--- config.mk ---
export PLATFORM = sky130hd
export DESIGN_NAME = nand_pgm_seq
export DESIGN_NICKNAME = d
export VERILOG_FILES = /design/src/rtl/nps_pkg.sv /design/src/rtl/nps_step_timer.sv /design/src/rtl/nps_rb_timer.sv /design/src/rtl/nps_bus_decode.sv /design/src/rtl/nand_pgm_seq.sv
export SDC_FILE = /design/constraint.sdc
export NUM_CORES = 1
export LEC_CHECK = 0
export ABC_CLOCK_PERIOD_IN_PS = 7500
export BUFFER_PORTS_ARGS = -buffer_cell sky130_fd_sc_hd__clkbuf_2
export CORE_UTILIZATION = 57
export DETAILED_ROUTE_END_ITERATION = 6
export GPL_TIMING_DRIVEN = 0
export PLACE_DENSITY = 0.81
export SYNTH_ARGS = -nofsm -noshare
export SYNTH_HDL_FRONTEND = slang
export SYNTH_SLANG_ARGS = --single-unit
--- constraint.sdc ---
create_clock -name clk -period 7.5 [get_ports clk]
set_input_delay 0 -clock clk [delete_from_list [all_inputs] [get_ports clk]]
set_output_delay 0 -clock clk [all_outputs]
set_load 0.05 [all_outputs]
--- src/rtl/nps_pkg.sv ---
// Shared types and constants for the NAND page program sequencer.
// Assumes the control vector order {RE#, ALE, WE#, CLE}.
package nps_pkg;

    typedef enum logic [2:0] {
        ST_IDLE,
        ST_CMD,
        ST_ADDR,
        ST_SPARE,
        ST_WAIT,
        ST_STAT
    } nps_state_e;

    typedef enum logic [1:0] {
        CM_PROG,
        CM_RAND,
        CM_CONF,
        CM_STAT
    } nps_cmd_e;

    localparam logic [3:0] CTL_IDLE = 4'b1010;

    // Map a command selector to the byte placed on the bus.
    function automatic logic [7:0] cmd_byte(input nps_cmd_e c);
        case (c)
            CM_PROG: cmd_byte = 8'h80;
            CM_RAND: cmd_byte = 8'h85;
            CM_CONF: cmd_byte = 8'h10;
            default: cmd_byte = 8'h70;
        endcase
    endfunction

endpackage

--- src/rtl/nps_step_timer.sv ---
// Step timer: counts the cycles of the current control-vector step and
// flags the last one. Assumes STEP_CYC >= 1; cleared whenever run is low.
module nps_step_timer #(
    parameter int STEP_CYC = 4
) (
    input  logic clk,
    input  logic rst_n,
    input  logic run,
    output logic step_end
);
    localparam int CW = $clog2(STEP_CYC + 1);
    localparam logic [CW-1:0] LAST = CW'(STEP_CYC - 1);

    logic [CW-1:0] cnt_q;

    // Last cycle of a step when running and the count has reached the limit.
    always_comb step_end = run && (cnt_q == LAST);

    // Advance within a step, restart at each boundary or when stopped.
    always_ff @(posedge clk) begin
        if (!rst_n)                cnt_q <= '0;
        else if (!run || step_end) cnt_q <= '0;
        else                       cnt_q <= cnt_q + 1'b1;
    end

    assert_cnt_in_range_R3: assert property (@(posedge clk) disable iff (!rst_n)
        run |-> (cnt_q <= LAST));

endmodule

--- src/rtl/nps_rb_timer.sv ---
// Ready/busy timeout counter: while run is high it counts cycles and raises
// expired on the TMO_CYC-th one. Assumes TMO_CYC >= 1; cleared when run is low.
module nps_rb_timer #(
    parameter int TMO_CYC = 1000000
) (
    input  logic clk,
    input  logic rst_n,
    input  logic run,
    output logic expired
);
    localparam int TW = $clog2(TMO_CYC + 1);
    localparam logic [TW-1:0] LAST = TW'(TMO_CYC - 1);

    logic [TW-1:0] cnt_q;

    // Flag the final allowed busy cycle.
    always_comb expired = run && (cnt_q == LAST);

    // Count busy cycles while waiting; hold at zero otherwise.
    always_ff @(posedge clk) begin
        if (!rst_n)               cnt_q <= '0;
        else if (!run || expired) cnt_q <= '0;
        else                      cnt_q <= cnt_q + 1'b1;
    end

endmodule

--- src/rtl/nps_bus_decode.sv ---
// Bus decoder: turns the sequencer state, command and step index into the
// control vector, data byte and output enable. Purely combinational.
// Assumes ncyc is already clamped to 1..MAX_ADDR.
module nps_bus_decode
    import nps_pkg::*;
#(
    parameter int MAX_ADDR = 5,
    parameter int SPARE_N  = 4,
    parameter int SW       = 4,
    parameter int ACW      = 3
) (
    input  nps_state_e              state,
    input  nps_cmd_e                cmd,
    input  logic [SW-1:0]           step,
    input  logic                    col_ph,
    input  logic [ACW-1:0]          ncyc,
    input  logic [MAX_ADDR*8-1:0]   addr,
    input  logic [15:0]             col,
    input  logic [SPARE_N*8-1:0]    spare,
    output logic [3:0]              ctl,
    output logic [7:0]              dq,
    output logic                    oe
);
    // Select control pattern, bus byte and enable for the current step.
    always_comb begin
        int n;
        int bi;
        int pos;
        int k;
        n   = col_ph ? 2 : int'(ncyc);
        bi  = (step == '0) ? 0 : (int'(step) - 1) / 2;
        if (bi > n - 1) bi = n - 1;
        pos = n - 1 - bi;
        k   = int'(step) / 2;
        if (k > SPARE_N - 1) k = SPARE_N - 1;
        ctl = CTL_IDLE;
        dq  = 8'h00;
        oe  = 1'b0;
        case (state)
            ST_CMD: begin
                oe = 1'b1;
                dq = cmd_byte(cmd);
                case (step)
                    SW'(1):  ctl = 4'b1011;
                    SW'(2):  ctl = 4'b1001;
                    SW'(3):  ctl = 4'b1011;
                    default: ctl = 4'b1010;
                endcase
            end
            ST_ADDR: begin
                oe = 1'b1;
                if (col_ph) dq = (bi == 0) ? col[15:8] : col[7:0];
                else        dq = addr[pos*8 +: 8];
                if (step == '0)               ctl = 4'b1110;
                else if (int'(step) == 2*n+1) ctl = 4'b1010;
                else if (step[0])             ctl = 4'b1100;
                else                          ctl = 4'b1110;
            end
            ST_SPARE: begin
                oe  = 1'b1;
                dq  = spare[k*8 +: 8];
                ctl = step[0] ? 4'b1010 : 4'b1000;
            end
            ST_STAT: begin
                ctl = (step == '0) ? 4'b0010 : 4'b1010;
            end
            default: begin
                ctl = CTL_IDLE;
            end
        endcase
    end

endmodule

--- src/rtl/nand_pgm_seq.sv ---
// NAND page program sequencer top: captures a request, walks the command,
// address, spare-write, ready-wait and status-read phases, and reports the
// outcome with one-cycle pulses. Assumes rb_i and dq_i are synchronous to clk.
module nand_pgm_seq
    import nps_pkg::*;
#(
    parameter int MAX_ADDR = 5,
    parameter int SPARE_N  = 4,
    parameter int STEP_CYC = 4,
    parameter int TMO_CYC  = 1000000
) (
    input  logic                          clk,
    input  logic                          rst_n,
    input  logic                          start_i,
    input  logic [MAX_ADDR*8-1:0]         addr_i,
    input  logic [$clog2(MAX_ADDR+1)-1:0] acyc_i,
    input  logic                          large_i,
    input  logic [15:0]                   col_i,
    input  logic [SPARE_N*8-1:0]          spare_i,
    input  logic                          rb_i,
    input  logic [7:0]                    dq_i,
    output logic [7:0]                    dq_o,
    output logic                          dq_oe_o,
    output logic [3:0]                    ctl_o,
    output logic                          busy_o,
    output logic                          done_o,
    output logic                          fail_o,
    output logic                          tmo_o
);
    localparam int ACW     = $clog2(MAX_ADDR + 1);
    localparam int MAXSTEP = (2*MAX_ADDR + 2 > 2*SPARE_N) ? 2*MAX_ADDR + 2 : 2*SPARE_N;
    localparam int SW      = $clog2(MAXSTEP + 1);

    nps_state_e            state_q;
    nps_cmd_e              cmd_q;
    logic [SW-1:0]         step_q;
    logic                  col_ph_q;
    logic                  large_q;
    logic [ACW-1:0]        ncyc_q;
    logic [MAX_ADDR*8-1:0] addr_q;
    logic [15:0]           col_q;
    logic [SPARE_N*8-1:0]  spare_q;
    logic                  stat_q;
    logic                  done_q;
    logic                  fail_q;
    logic                  tmo_q;

    logic                  stp_end;
    logic                  rb_exp;
    logic [ACW-1:0]        ncyc_in;
    logic [SW-1:0]         addr_last;

    nps_step_timer #(.STEP_CYC(STEP_CYC)) u_step (
        .clk      (clk),
        .rst_n    (rst_n),
        .run      ((state_q != ST_IDLE) && (state_q != ST_WAIT)),
        .step_end (stp_end)
    );

    nps_rb_timer #(.TMO_CYC(TMO_CYC)) u_rbt (
        .clk     (clk),
        .rst_n   (rst_n),
        .run     (state_q == ST_WAIT),
        .expired (rb_exp)
    );

    nps_bus_decode #(
        .MAX_ADDR (MAX_ADDR),
        .SPARE_N  (SPARE_N),
        .SW       (SW),
        .ACW      (ACW)
    ) u_dec (
        .state  (state_q),
        .cmd    (cmd_q),
        .step   (step_q),
        .col_ph (col_ph_q),
        .ncyc   (ncyc_q),
        .addr   (addr_q),
        .col    (col_q),
        .spare  (spare_q),
        .ctl    (ctl_o),
        .dq     (dq_o),
        .oe     (dq_oe_o)
    );

    // Clamp the requested address-cycle count into 1..MAX_ADDR.
    always_comb begin
        if (acyc_i == '0)                  ncyc_in = ACW'(1);
        else if (acyc_i > ACW'(MAX_ADDR))  ncyc_in = ACW'(MAX_ADDR);
        else                               ncyc_in = acyc_i;
    end

    // Index of the closing step of the current address phase (2n+1).
    always_comb addr_last = col_ph_q ? SW'(5) : SW'({ncyc_q, 1'b1});

    // Phase sequencing, request capture, status sampling and result pulses.
    always_ff @(posedge clk) begin
        if (!rst_n) begin
            state_q  <= ST_IDLE;
            cmd_q    <= CM_PROG;
            step_q   <= '0;
            col_ph_q <= 1'b0;
            large_q  <= 1'b0;
            ncyc_q   <= ACW'(1);
            addr_q   <= '0;
            col_q    <= '0;
            spare_q  <= '0;
            stat_q   <= 1'b0;
            done_q   <= 1'b0;
            fail_q   <= 1'b0;
            tmo_q    <= 1'b0;
        end else begin
            done_q <= 1'b0;
            fail_q <= 1'b0;
            tmo_q  <= 1'b0;
            case (state_q)
                ST_IDLE: begin
                    if (start_i) begin
                        addr_q   <= addr_i;
                        ncyc_q   <= ncyc_in;
                        large_q  <= large_i;
                        col_q    <= col_i;
                        spare_q  <= spare_i;
                        cmd_q    <= CM_PROG;
                        col_ph_q <= 1'b0;
                        step_q   <= '0;
                        state_q  <= ST_CMD;
                    end
                end
                ST_CMD: begin
                    if (stp_end) begin
                        if (step_q == SW'(4)) begin
                            step_q <= '0;
                            case (cmd_q)
                                CM_PROG: begin state_q <= ST_ADDR; col_ph_q <= 1'b0; end
                                CM_RAND: begin state_q <= ST_ADDR; col_ph_q <= 1'b1; end
                                CM_CONF: state_q <= ST_WAIT;
                                default: state_q <= ST_STAT;
                            endcase
                        end else begin
                            step_q <= step_q + 1'b1;
                        end
                    end
                end
                ST_ADDR: begin
                    if (stp_end) begin
                        if (step_q == addr_last) begin
                            step_q <= '0;
                            if (!col_ph_q && large_q) begin
                                state_q <= ST_CMD;
                                cmd_q   <= CM_RAND;
                            end else begin
                                state_q <= ST_SPARE;
                            end
                        end else begin
                            step_q <= step_q + 1'b1;
                        end
                    end
                end
                ST_SPARE: begin
                    if (stp_end) begin
                        if (step_q == SW'(2*SPARE_N - 1)) begin
                            step_q  <= '0;
                            state_q <= ST_CMD;
                            cmd_q   <= CM_CONF;
                        end else begin
                            step_q <= step_q + 1'b1;
                        end
                    end
                end
                ST_WAIT: begin
                    if (rb_i) begin
                        state_q <= ST_CMD;
                        cmd_q   <= CM_STAT;
                        step_q  <= '0;
                    end else if (rb_exp) begin
                        state_q <= ST_IDLE;
                        tmo_q   <= 1'b1;
                    end
                end
                ST_STAT: begin
                    if (stp_end) begin
                        if (step_q == '0) begin
                            stat_q <= dq_i[0];
                            step_q <= SW'(1);
                        end else begin
                            state_q <= ST_IDLE;
                            step_q  <= '0;
                            done_q  <= !stat_q;
                            fail_q  <= stat_q;
                        end
                    end
                end
                default: state_q <= ST_IDLE;
            endcase
        end
    end

    // Drive the status outputs from state and the pulse registers.
    always_comb begin
        busy_o = (state_q != ST_IDLE);
        done_o = done_q;
        fail_o = fail_q;
        tmo_o  = tmo_q;
    end

    assert_idle_bus_R1: assert property (@(posedge clk) disable iff (!rst_n)
        !busy_o |-> (ctl_o == CTL_IDLE && !dq_oe_o));

    assert_strobes_exclusive_R2: assert property (@(posedge clk) disable iff (!rst_n)
        !(ctl_o[3] == 1'b0 && ctl_o[1] == 1'b0) && !(ctl_o[2] && ctl_o[0]));

    assert_step_hold_R3: assert property (@(posedge clk) disable iff (!rst_n)
        (busy_o && state_q != ST_WAIT && !stp_end) |=> $stable(ctl_o));

    assert_wait_quiet_R8: assert property (@(posedge clk) disable iff (!rst_n)
        (state_q == ST_WAIT) |-> (ctl_o == CTL_IDLE && !dq_oe_o));

    assert_tmo_cause_R9: assert property (@(posedge clk) disable iff (!rst_n)
        tmo_o |-> $past(state_q == ST_WAIT && !rb_i));

    assert_read_released_R10: assert property (@(posedge clk) disable iff (!rst_n)
        !ctl_o[3] |-> !dq_oe_o);

    assert_pulses_onehot_R11: assert property (@(posedge clk) disable iff (!rst_n)
        $onehot0({done_o, fail_o, tmo_o}));

    assert_pulse_single_R11: assert property (@(posedge clk) disable iff (!rst_n)
        (done_o || fail_o || tmo_o) |=> !(done_o || fail_o || tmo_o));

    assert_start_only_R12: assert property (@(posedge clk) disable iff (!rst_n)
        $rose(busy_o) |-> $past(start_i));

endmodule

==> impl_metrics.ini, run 1 <==
[global_routing]
grt_first_pass_wirelength_um = 34900
grt_max_degree = 17
first_global_vias = 7131
grt-ovfl-total = 0
track_usage = 0.354
antenna_found_initial = 0

[detailed_routing]
drt_first_pass_iters = 5
finalWirelength_um = 22100
antenna_left = 0
routedWlPerCell_um = 17.5
vias_per_cell = 5.83
vias = 7349
drt_iter0_drc = 699
drc = 0

[pwr]
power_leakage_nw = 3.88
power.density_nw_per_um2 = 372
peakVddDrop_mv = 0.201

[worst_setup_path]
worstPathCellList = buf_4 -> clkbuf_1 -> inv_1 -> ha_1 -> and3_1 -> ha_1 -> ha_1 -> nand3_1 -> ha_1 -> nor2_1 -> ha_1 -> a211oi_1 -> o2111ai_1 -> o21a_2 -> buf_6 -> mux2i_1 -> ha_1 -> clkbuf_1 -> clkbuf_1 -> mux4_2 -> mux2_2 -> a21o_1 -> clkbuf_2
reg2reg_slack_ns = 4.32
cp.required_ns = 7.50
criticalPathCategory = reg2out
path_max_fanout = 10
cpLargestDelayFamily = buffers and inverters
worstRegToRegCells = 13
reg2reg_from = step_q[1]
worstSetupEndpointType = output pin
slowest_delay_ns = 0.59
cp_slowest_cell = mux4_2
crit_top_cell = ha_1
arrival_ns = 6.97
path_buf_inv = 7
timing.rr.end = state_q[2]
crit_cells = 23
startpoint_type = flop

[timing]
max_freq_mhz = 143
min_period_over_period = 0.930
max-slew-margin-rel = 0.483
setup_viol = 0
fin_ws_ns = 0.526
slew_violations = 0
finalSetupTns_ns = 0
fin_skew_ns = 0.00573
fin_crit_ns = 6.97
tightest_slew_ns = 0.776
hold_viol = 0
rsz0062_at_grt = no

[clocking]
cts.path.max_buffers = 2
cts_buffers = 17
cts_tree = done
postCtsSetupRepairBufs = 0
ctsHoldBuffers = 94
cts_resized = 0
cts_max_level = 4
ctsRootBufferMaster = clkbuf_16
path_clk_slew_ns = 0.05
cts.sinks = 129
clk_latency_ns = 0.43

[finish]
n_antenna_cell = 0
regArea_um2 = 2580
multiInputGateArea_um2 = 4120
synthToLayoutAreaGrowth_pct = 33.0
drive_gt1_frac = 0.166
fin_nets = 1232
layout_commonest_cell = nand2_1
n_fill_cell = 783
final_cell_mix = nand2_1, dfxtp_1, clkbuf_2

[synth]
synth_edf_count = 0
netlist_area_um2 = 7040
synth_flop_cell = dfxtp_1
synth_cell_types = 64
syn_nets = 1006
avgSynthCellArea_um2 = 8.06
ys.warnings.count = 0
ys_ff_latch = 129
synthArstFlopShare = 0
ys_seq_area_frac = 0.367
synth_cells = 874

[flow_run]
maxCapViolations = 0

[floorplan]
rows = 40
die_h_um = 113
fp.coreArea_um2 = 12000
ios = 121
fp.dieArea_um2 = 12800
dieWidth_um = 113
start_util = 0.586

[placement]
place.gp.congestion = 0.922
portBuffers = 113
dp_slack_ns = 1.18
hpwlAfterDp_um = 13200

[min_path]
min_path_type = in2reg
holdPathEnd = step_q[0]
whs_path_depth = 5
worstHoldStart = start_i

[run_status]
status = finished clean
[state kept, by name, summed over array words and instances, names as in the netlist]
name          flops
spare_q          32
step_q            4
stat_q            1
addr_q           40
tmo_o             1
large_q           1
state_q           3
u_rbt.cnt_q      20
col_q            16
ncyc_q            3
done_o            1
cmd_q             2
u_step.cnt_q      3
col_ph_q          1
fail_o            1
[cells by family after synthesis]
family	count (synthesis)	synth area share
fa+ha+maj	28	0.0508
buf+inv	82	0.0485
mux	34	0.0652
xor+xnor	27	0.0346
simple gates	383	0.241
flops	129	0.367
compound gates	191	0.193
[power by group]
part	internal, W	switching (W)	total [W]	leakage [nW]
Sequential	0.000790	0.0000728	0.000862	1.05
Combinational	0.000731	0.00100	0.00173	2.53
Clock	0.000575	0.000317	0.000892	0.303
[worst reg2reg max path, cell delays in order, from the launching register on]
cell and delay [ns]:
dfxtp_1 0.36, buf_4 0.18, clkbuf_1 0.46, inv_1 0.26
ha_1 0.32, nor3b_2 0.18, buf_2 0.19, nand2_1 0.10
a21oi_1 0.08, a311oi_1 0.32, and2_1 0.18, buf_2 0.16
mux2i_1 0.20, nor2b_1 0.07
[synth_stat cells (14+ instances only)]
library cell / count / share of area
o21ai_0: 22 / 0.016
ha_1: 27 / 0.048
a21oi_1: 25 / 0.018
inv_1: 26 / 0.014
nand2_1: 228 / 0.12
clkbuf_1: 47 / 0.025
mux2i_1: 14 / 0.020
a21boi_0: 95 / 0.10
dfxtp_1: 129 / 0.37
nor2_1: 59 / 0.031
nand3_1: 19 / 0.014
[metal layers]
layer,global-route usage,routed length [um],part of all wire,vias to the layer above
met5,0,0,0,-
met4,0.187,1120,0.051,0
met3,0.0739,1770,0.080,103
met2,0.606,10700,0.49,424
met1,0.417,8440,0.38,3386
li1,-,-,-,3436
[area by class of cell]
cell class	instances	area share
Buffer	56	0.0260
Clock buffer	20	0.0487
Clock inverter	12	0.0191
Inverter	26	0.0104
Multi-Input combinational cell	663	0.440
Sequential cell	129	0.276
Tap cell	147	0.0196
Timing Repair Buffer	207	0.161
[how the worst max path moves through the flow]
| stage | endpoint | from | slack, ns |
|---|---|---|---|
| floorplan | dq_o[2] | step_q[1] | 2.12 |
| global placement | dq_o[2] | step_q[1] | 1.21 |
| detailed placement | dq_o[2] | step_q[1] | 1.18 |
| CTS | dq_o[4] | step_q[1] | 0.63 |
| global route | dq_o[4] | step_q[1] | 0.17 |
| finish | dq_o[4] | step_q[1] | 0.53 |
[per-stage QoR]
stage	hold slack [ns]	total power, W	instance area (um^2)	std cells	utilization
2_1_floorplan	0.0785	0.00213	7040	874	-
3_3_place_gp	0.236	0.00247	7790	1134	0.649
3_5_place_dp	0.242	0.00249	7790	1134	0.649
4_1_cts	0.106	0.00344	9370	1260	0.780
5_1_grt	0.159	0.00366	9370	1260	0.780
6_report	0.119	0.00349	9370	1260	0.780
(Power assumes the default switching activity.)
==> run 2, diff against run 1 <==
--- a/config.mk
+++ b/config.mk
@@ -7,6 +7,7 @@
 export LEC_CHECK = 0
 export ABC_CLOCK_PERIOD_IN_PS = 7500
 export BUFFER_PORTS_ARGS = -buffer_cell sky130_fd_sc_hd__clkbuf_2
+export CORE_MARGIN = 5
 export CORE_UTILIZATION = 57
 export DETAILED_ROUTE_END_ITERATION = 6
 export GPL_TIMING_DRIVEN = 0
==> impl_metrics.ini, run 2 (same netlist as run 1, synthesis figures left out) <==
[floorplan]
fp.coreArea_um2 = 12100
die_h_um = 121
rows = 40
start_util = 0.584
ios = 121
dieWidth_um = 121
fp.dieArea_um2 = 14700

[timing]
setup_viol = 0
rsz0062_at_grt = no
min_period_over_period = 0.915
fin_skew_ns = 0.0119
max_freq_mhz = 146
max-slew-margin-rel = 0.470
finalSetupTns_ns = 0
tightest_slew_ns = 0.795
whs_ns = 0.0881
hold_viol = 0
slew_violations = 0
fin_crit_ns = 6.86
fin_ws_ns = 0.638

[placement]
portBuffers = 113
place_inst = 1155
dp_slack_ns = 1.25
place.gp.congestion = 0.990
hpwlAfterDp_um = 13600

[worst_setup_path]
path_max_fanout = 10
cp.required_ns = 7.50
worstSetupEndpointType = output pin
criticalPathCategory = reg2out
startpoint_type = flop
arrival_ns = 6.86

[global_routing]
grt_max_degree = 17
track_usage = 0.323
antenna_found_initial = 2
grt-ovfl-total = 0
first_global_vias = 7511
grt_first_pass_wirelength_um = 36800

[min_path]
min_path_type = in2reg

[pwr]
power_leakage_nw = 3.88
clkPwrFrac = 0.254
p_seq_frac = 0.248
swShare = 0.403
power_frac_comb = 0.497
power.density_nw_per_um2 = 369
p_switching_w = 0.00140
peakVddDrop_mv = 0.235
p_int_w = 0.00207

[clocking]
postCtsSetupRepairBufs = 0
ctsRootBufferMaster = clkbuf_16
path_clk_slew_ns = 0.06
cts.sinks = 129
cts_max_level = 4
cts.path.max_buffers = 2
cts_tree = done
clk_latency_ns = 0.44
cts_buffers = 17
cts_resized = 0

[detailed_routing]
antenna_left = 0
drt_first_pass_iters = 5
drc = 0
vias = 7313
finalWirelength_um = 23000
drt_iter0_drc = 637
vias_per_cell = 5.70
routedWlPerCell_um = 17.9

[finish]
final_cell_mix = nand2_1, dfxtp_1, clkbuf_2
reg.largest.list = addr_q (40), spare_q (32), u_rbt.cnt_q (20)
fin_nets = 1233
layout_commonest_cell = nand2_1
largest_reg_flops = 40
fin_util = 0.779
regMostFlops = addr_q
drive_gt1_frac = 0.167
n_fill_cell = 769
synthToLayoutAreaGrowth_pct = 33.4
stdcell_count = 1284

[run_status]
status = finished clean

[flow_run]
maxCapViolations = 0
==> run 2: final timing paths <==
path              startpoint               to  slack [ns]  cells after the start
max                step_q[1]          dq_o[3]        0.64                     23
min                  start_i        step_q[0]        0.09                      5
min reg2reg  u_step.cnt_q[0]  u_step.cnt_q[0]        0.42                      1
max reg2reg        step_q[1]       state_q[2]        4.37                     13
==> run 2: cell type report <==
cell class	count	area [um^2]	share of cell area
Timing Repair Buffer	208	1520	0.161
Antenna cell	2	5.00	0.000533
Inverter	26	97.6	0.0104
Clock buffer	20	467	0.0497
Clock inverter	12	154	0.0164
Buffer	56	244	0.0260
Tap cell	168	210	0.0224
Multi-Input combinational cell	663	4120	0.438
Sequential cell	129	2580	0.275
==> run 2: critical path, cell delays in order, from the launching register on <==
cell and delay (ns):
dfxtp_1 0.41, buf_4 0.20, clkbuf_1 0.41, inv_1 0.27, ha_1 0.30, and3_1 0.18
ha_1 0.23, ha_1 0.26, nand3_1 0.09, ha_1 0.25, nor2_1 0.19, ha_1 0.27
a211oi_1 0.26, o2111ai_1 0.16, o21a_2 0.25, buf_6 0.14, mux2i_1 0.12, ha_1 0.25
fa_1 0.71, clkbuf_1 0.36, mux4_2 0.37, mux2_2 0.30, a21o_1 0.20, clkbuf_2 0.24
==> run 2: power groups by stage <==
stage,registers (W),clock network [W],logic (W)
5_1_grt,0.000869,0.000911,0.00187
6_report,0.000861,0.000882,0.00172
2_1_floorplan,0.000843,0,0.00128
3_3_place_gp,0.000861,0,0.00160
4_1_cts,0.000851,0.000869,0.00168
3_5_place_dp,0.000864,0,0.00162
==> run 2: repair_timing <==
item,CTS,global route
hold endpoints to repair,94,0
endpoints found under the setup margin,0,0
hold buffers,95,0
==> run 2: per-stage QoR <==
step / power, W / cell area [um^2]
2_1_floorplan: 0.00213 / 7040
5_1_grt: 0.00365 / 9400
3_5_place_dp: 0.00248 / 7820
3_3_place_gp: 0.00246 / 7820
6_report: 0.00347 / 9400
4_1_cts: 0.00340 / 9390
==> run 2: routing by layer <==
layer / GRT usage / vias to the layer above / wire [um]
met2: 0.556 / 386 / 11300
met4: 0.196 / 0 / 1370
met5: 0 / - / 0
li1: - / 3438 / -
met3: 0.0881 / 132 / 1690
met1: 0.352 / 3357 / 8620
